`src/rtl/mwd_pkg.sv`:
```
package mwd_pkg;
  typedef struct packed {
    logic fresh;
    logic clearAll;
    logic syncZero;
    logic syncOne;
    logic syncInc;
    logic seqZero;
    logic seqAdvance;
    logic foundSet;
  } mwd_strobe_t;

  typedef struct packed {
    logic isSync;
    logic addrMatch;
    logic syncReady;
    logic inSeq;
    logic lastByte;
    logic found;
  } mwd_flags_t;
endpackage

```
`src/rtl/mwd_datapath.sv`:
```
module mwd_datapath
  import mwd_pkg::*;
#(
  parameter int SYNC_LEN   = 6,
  parameter int ADDR_BYTES = 6,
  parameter int REPEATS    = 16
) (
  input  logic                    clk,
  input  logic                    rst_n,
  input  logic [7:0]              inData,
  input  logic [8*ADDR_BYTES-1:0] stationAddr,
  input  mwd_strobe_t             strobe,
  output mwd_flags_t              flags
);
  localparam int SW = $clog2(SYNC_LEN + 1);
  localparam int IW = (ADDR_BYTES > 1) ? $clog2(ADDR_BYTES) : 1;
  localparam int RW = (REPEATS > 1) ? $clog2(REPEATS) : 1;

  logic [SW-1:0] syncCnt, effSync, nextSync;
  logic [IW-1:0] addrIdx, effIdx, nextIdx;
  logic [RW-1:0] repCnt, effRep, nextRep;
  logic          found, effFound, nextFound;
  logic [7:0]    addrBytes [ADDR_BYTES];

  for (genvar k = 0; k < ADDR_BYTES; k++) begin : g_bytes
    assign addrBytes[k] = stationAddr[8*k +: 8];
  end

  // a start-of-frame byte is judged against an empty search state
  always_comb begin
    effSync  = strobe.fresh ? '0 : syncCnt;
    effIdx   = strobe.fresh ? '0 : addrIdx;
    effRep   = strobe.fresh ? '0 : repCnt;
    effFound = strobe.fresh ? 1'b0 : found;
  end

  always_comb begin
    flags.isSync    = (inData == 8'hFF);
    flags.addrMatch = (inData == addrBytes[effIdx]);
    flags.syncReady = (effSync == SW'(SYNC_LEN));
    flags.inSeq     = (effIdx != '0) || (effRep != '0);
    flags.lastByte  = (effIdx == IW'(ADDR_BYTES - 1)) && (effRep == RW'(REPEATS - 1));
    flags.found     = effFound;
  end

  always_comb begin
    nextSync  = effSync;
    nextIdx   = effIdx;
    nextRep   = effRep;
    nextFound = effFound;
    if (strobe.syncZero) nextSync = '0;
    else if (strobe.syncOne) nextSync = SW'(1);
    else if (strobe.syncInc && (effSync != SW'(SYNC_LEN))) nextSync = effSync + SW'(1);
    if (strobe.seqZero) begin
      nextIdx = '0;
      nextRep = '0;
    end else if (strobe.seqAdvance) begin
      if (effIdx == IW'(ADDR_BYTES - 1)) begin
        nextIdx = '0;
        nextRep = effRep + RW'(1);
      end else begin
        nextIdx = effIdx + IW'(1);
      end
    end
    if (strobe.foundSet) nextFound = 1'b1;
    if (strobe.clearAll) begin
      nextSync  = '0;
      nextIdx   = '0;
      nextRep   = '0;
      nextFound = 1'b0;
    end
  end

  always_ff @(posedge clk or negedge rst_n) begin
    if (!rst_n) begin
      syncCnt <= '0;
      addrIdx <= '0;
      repCnt  <= '0;
      found   <= 1'b0;
    end else begin
      syncCnt <= nextSync;
      addrIdx <= nextIdx;
      repCnt  <= nextRep;
      found   <= nextFound;
    end
  end

  // run counter saturates at the required length
  assert_sync_saturates_R3: assert property (@(posedge clk) disable iff (!rst_n)
    syncCnt <= SW'(SYNC_LEN));

  // byte index never leaves the address
  assert_index_in_range_R5: assert property (@(posedge clk) disable iff (!rst_n)
    addrIdx <= IW'(ADDR_BYTES - 1));

  // a clear request empties the whole search state
  assert_clear_empties_R10: assert property (@(posedge clk) disable iff (!rst_n)
    strobe.clearAll |=> (syncCnt == '0) && (addrIdx == '0) && (repCnt == '0) && !found);
endmodule

```
`src/rtl/mwd_control.sv`:
```
module mwd_control
  import mwd_pkg::*;
(
  input  logic        clk,
  input  logic        rst_n,
  input  logic        inValid,
  input  logic        inSof,
  input  logic        inEof,
  input  logic        frameAbort,
  input  logic        addrPass,
  input  logic        crcGood,
  input  logic        wakeEnable,
  input  logic        statusClear,
  input  mwd_flags_t  flags,
  output mwd_strobe_t strobe,
  output logic        pmeStatus
);
  logic hitNow;
  logic frameDone;
  logic wakeSet;

  always_comb begin
    strobe       = '0;
    hitNow       = 1'b0;
    strobe.fresh = inValid && inSof;
    if (frameAbort || !wakeEnable) begin
      strobe.clearAll = 1'b1;
    end else if (inValid) begin
      if (flags.inSeq) begin
        if (flags.addrMatch) begin
          if (flags.lastByte) begin
            hitNow          = 1'b1;
            strobe.seqZero  = 1'b1;
            strobe.syncZero = 1'b1;
            strobe.foundSet = 1'b1;
          end else begin
            strobe.seqAdvance = 1'b1;
          end
        end else begin
          strobe.seqZero = 1'b1;
          if (flags.isSync) strobe.syncOne = 1'b1;
          else strobe.syncZero = 1'b1;
        end
      end else if (flags.syncReady && flags.addrMatch) begin
        strobe.seqAdvance = 1'b1;
      end else if (flags.isSync) begin
        strobe.syncInc = 1'b1;
      end else begin
        strobe.syncZero = 1'b1;
      end
      if (inEof) strobe.clearAll = 1'b1;
    end
  end

  assign frameDone = inValid && inEof && wakeEnable && !frameAbort;
  assign wakeSet   = frameDone && (flags.found || hitNow) && addrPass && crcGood;

  always_ff @(posedge clk or negedge rst_n) begin
    if (!rst_n) pmeStatus <= 1'b0;
    else        pmeStatus <= wakeSet || (pmeStatus && !statusClear);
  end

  // status rises only after a qualified end of frame
  assert_rise_qualified_R7: assert property (@(posedge clk) disable iff (!rst_n)
    $rose(pmeStatus) |-> $past(inValid && inEof && addrPass && crcGood && wakeEnable));

  // status is sticky without a clear
  assert_status_sticky_R9: assert property (@(posedge clk) disable iff (!rst_n)
    (pmeStatus && !statusClear) |=> pmeStatus);

  // status falls only on a clear request
  assert_fall_needs_clear_R9: assert property (@(posedge clk) disable iff (!rst_n)
    $fell(pmeStatus) |-> $past(statusClear));
endmodule

```
`src/rtl/magic_wake_detect.sv`:
```
module magic_wake_detect
  import mwd_pkg::*;
#(
  parameter int SYNC_LEN   = 6,
  parameter int ADDR_BYTES = 6,
  parameter int REPEATS    = 16
) (
  input  logic                    clk,
  input  logic                    rst_n,
  input  logic [7:0]              inData,
  input  logic                    inValid,
  input  logic                    inSof,
  input  logic                    inEof,
  input  logic                    frameAbort,
  input  logic                    addrPass,
  input  logic                    crcGood,
  input  logic [8*ADDR_BYTES-1:0] stationAddr,
  input  logic                    wakeEnable,
  input  logic                    statusClear,
  output logic                    pmeN,
  output logic                    pmeStatus
);
  mwd_strobe_t strobe;
  mwd_flags_t  flags;

  mwd_datapath #(
    .SYNC_LEN  (SYNC_LEN),
    .ADDR_BYTES(ADDR_BYTES),
    .REPEATS   (REPEATS)
  ) u_datapath (
    .clk        (clk),
    .rst_n      (rst_n),
    .inData     (inData),
    .stationAddr(stationAddr),
    .strobe     (strobe),
    .flags      (flags)
  );

  mwd_control u_control (
    .clk        (clk),
    .rst_n      (rst_n),
    .inValid    (inValid),
    .inSof      (inSof),
    .inEof      (inEof),
    .frameAbort (frameAbort),
    .addrPass   (addrPass),
    .crcGood    (crcGood),
    .wakeEnable (wakeEnable),
    .statusClear(statusClear),
    .flags      (flags),
    .strobe     (strobe),
    .pmeStatus  (pmeStatus)
  );

  assign pmeN = !pmeStatus;
endmodule

```
`config.mk`:
```
export PLATFORM = sky130hd
export DESIGN_NAME = magic_wake_detect
export DESIGN_NICKNAME = d
export VERILOG_FILES = /design/src/rtl/mwd_pkg.sv /design/src/rtl/mwd_datapath.sv /design/src/rtl/mwd_control.sv /design/src/rtl/magic_wake_detect.sv
export SDC_FILE = /design/constraint.sdc
export NUM_CORES = 1
export LEC_CHECK = 0
export CAP_MARGIN = 40
export CORE_MARGIN = 4
export CORE_UTILIZATION = 47
export CTS_BUF_LIST = sky130_fd_sc_hd__clkbuf_8
export CTS_CLUSTER_SIZE = 12
export DETAILED_ROUTE_END_ITERATION = 10
export PLACE_DENSITY = 0.89
export SLEW_MARGIN = 25
export SYNTH_ARGS = -nofsm -noshare
export SYNTH_HDL_FRONTEND = slang
export SYNTH_SLANG_ARGS = --single-unit
```
`constraint.sdc`:
```
create_clock -name clk -period 5.37 [get_ports clk]
set_input_delay 0.8055 -clock clk [delete_from_list [all_inputs] [get_ports clk]]
set_output_delay 0.8055 -clock clk [all_outputs]
set_load 0.005 [all_outputs]
```
==> results.md <==
- FMAX: 0.263 GHz
- Highest routed layer: met4
- Post-synth EDFFs: 0
- Routed wire length: 4600 um
- DR iter-0 viols: 158
- Hold_buf cts: 0
- Row Count: 20
- Final count of negative-setup-slack endpoints: 0
- TritonCTS clock tree: built
- Via-to-Cell Ratio: approximately 5.6
- GP Congestion: 0.876
- Leading area contributor after synthesis: dfrtp_1
- RSZ-0062 raised after global routing: no
- DR WL/cell: 15.6 um
- Worst-Margin Slew: around 0.65 ns
- Core Util, Final: 0.723
- Post-DP HPWL: between 3000 and 4000 um
- Post-synth top cells: 21 x mux2i_1, 20 x nand2_1, 13 x nor2_1, 13 x o21ai_0
- Relative slew slack: 0.559
- M1 WL: 1940 um
- Vias: approximately 1600
- Syn Inst Count: 190
- Leak Pwr: 0.784 nW
- Largest net degree at the start of global routing: 22
- Arr. time, crit path: 3.95 ns
- Hold Vio Cnt, Final: 0
- Residual DRC: 0
- First-pass detailed-route iteration total: 4
- Clock latency on the worst-skew pair: 0.24 ns
- Met3 wire length: about 260 um
- Global route total overflow: 0
- Seq pwr share: 0.329
- Starting density of the core: 0.491
- Syn Std Cell Area: 1500 um2
- Height of the die: 64.5 um
- CTS Buffer Depth: 2
- Clock transition at path regs: 0.05 ns
- Antenna viol nets, final: 0
- Pwr per Cell Area: roughly 120 nW/um2
- CTS sink cnt: 12
- Initial antenna violation count: 0
- Final clock skew: approximately 0.0022 ns
- Post-synth net total: 260
- Max IR drop VDD: around 0.15 mV
- Post-synth cell types: 47
- N_diodes: 0
- Overall Power: 0.275 mW
- #FFs+latches synth: 12
- Most common cell in the netlist: mux2i_1
- Die footprint: 4160 um2
- Placement Setup Slack: 1.38 ns
- Post-cts sizing count: 0
- Max-cap viol count: 0
- CP Max Fanout: 21
- Syn-to-layout area delta: 47.2%
- Critical path required time: approximately 5.5 ns
- Status: finished clean
- GRT Util Overall: 0.227
- Post-layout nets: 322
- TritonCTS Buffers: 3
- Clock root buffer: clkbuf_8
- Number of post-CTS setup repair buffers: 0
- Clock power share: 0.360
- Synth top area cells: dfrtp_1 20%, mux2i_1 14%, xnor2_1 5.3%
- Port Buffer Count: 67
- First-pass GRT wire length: 7590 um
- Vias in the first global route: 1624
- Switching part of the total: 0.233
- Register area share after synthesis: 0.200
- CP Launch Type: input pin
- Synth warn: 0
- Final Cycle Share: 0.709
- Power share of the combinational group: 0.311
- Min Clock Period, post-route: 3.81 ns
- CP Capture Type: flop
- Final Hold Slack: 0.508 ns
- Die width: roughly 64 um
- Internal power: around 0.21 mW
- Core ar.: 3050 um2
- Average cell area after synthesis: roughly 7.9 um2
- H-Tree Level Count: 1
- WL met2: 2380 um
- Fillcell total: 244
- Max-slew violation count: 0
- Setup TNS Final: 0 ns
- Layout cells sized above 1: 0.0518
- Synth async-reset ratio: 1.00
- Worst Hold Class: flop to flop
- IO Pins: 68
- Final WS setup: 1.56 ns
- Yosys top cell area share: 0.200
- Primary FF master, synth: dfrtp_1
- Psw: 0.0641 mW
- Kind of critical path: input pin to flop
==> worst max-delay path: stages <==
cell and delay, ns:
clkdlybuf4s50_1 0.58, nand2_1 0.13, buf_4 0.24, nand3b_1 0.35, o2bb2ai_1 0.32, xnor2_1 0.15, nand4_1 0.10, or3_1 0.46
nor3_4 0.26, o21ai_0 0.28, nor3_1 0.27
==> stage by stage <==
step | cells | area, um2
after floorplan | 190 | 1500
after global placement | 291 | 2150
after detailed placement | 291 | 2150
after CTS | 295 | 2210
after global routing | 295 | 2210
final | 295 | 2210
==> worst paths after layout <==
path,start,end,slack [ns],cells past startpoint
max in group asynchronous,rst_n,u_datapath.addrIdx[2],4.07,1
min,u_datapath.found,u_datapath.found,0.51,2
min reg2reg,u_datapath.found,u_datapath.found,0.51,2
max reg2reg,u_datapath.addrIdx[0],u_datapath.repCnt[3],1.98,10
min in group asynchronous,rst_n,u_datapath.syncCnt[0],0.93,1
max,inValid,u_datapath.repCnt[3],1.56,11
==> cells by family after synthesis <==
| kind of cell | synth area share |
|---|---|
| AOI/OAI and AO/OA | 0.225 |
| DFF | 0.200 |
| buffers and inverters | 0.0743 |
| xor gates and xnor gates | 0.0643 |
| muxes | 0.140 |
| adders and majority gates | 0.0334 |
| and+or+nand+nor | 0.262 |
==> layout make-up <==
cell class	instances	area [um2]	share of cell area
well taps	44	55.1	0.0250
multi-input cells	160	1090	0.493
clock buffers	4	55.1	0.0250
repair buffers	69	686	0.311
flip-flops and latches	12	300	0.136
inverters	6	22.5	0.0102
==> sequential cells by signal (all words and copies together), names as in the netlist <==
signal / cells
u_datapath.repCnt: 4
u_datapath.syncCnt: 3
u_datapath.found: 1
u_datapath.addrIdx: 3
u_control.pmeStatus: 1
==> power by group through the flow <==
stage          sequential [mW]  combinational (mW)  clock, mW
5_1_grt                 0.0904              0.0920      0.107
3_3_place_gp            0.0921              0.0833          0
4_1_cts                 0.0905              0.0854     0.0996
3_5_place_dp            0.0921              0.0849          0
6_report                0.0905              0.0855     0.0989
2_1_floorplan           0.0921              0.0279          0
==> cells in the final DEF (no fill, tap or decap), drive strengths merged, types with 2 or more instances in the layout <==
master,instances
mux2i,21
nor2,13
o221ai,2
xor2,2
nor3,6
o21a,2
clkbuf,4
nand3,5
o22ai,3
nand4,4
nor2b,2
o21ai,14
and3,3
buf,2
nand2,20
and2,5
ha,4
o2bb2ai,4
a21oi,12
xnor2,9
a2bb2oi,5
a31oi,2
inv,6
dfrtp,12
clkdlybuf4s50,67
nor3b,6
or3,2
or4,2
==> per-layer routing <==
metal | vias up | global-route usage
met5 | - | 0
met4 | 0 | 0.0237
met3 | 6 | 0.0347
met2 | 63 | 0.427
met1 | 751 | 0.281
li1 | 819 | -
Note: power is estimated with default switching activity, not from simulation.
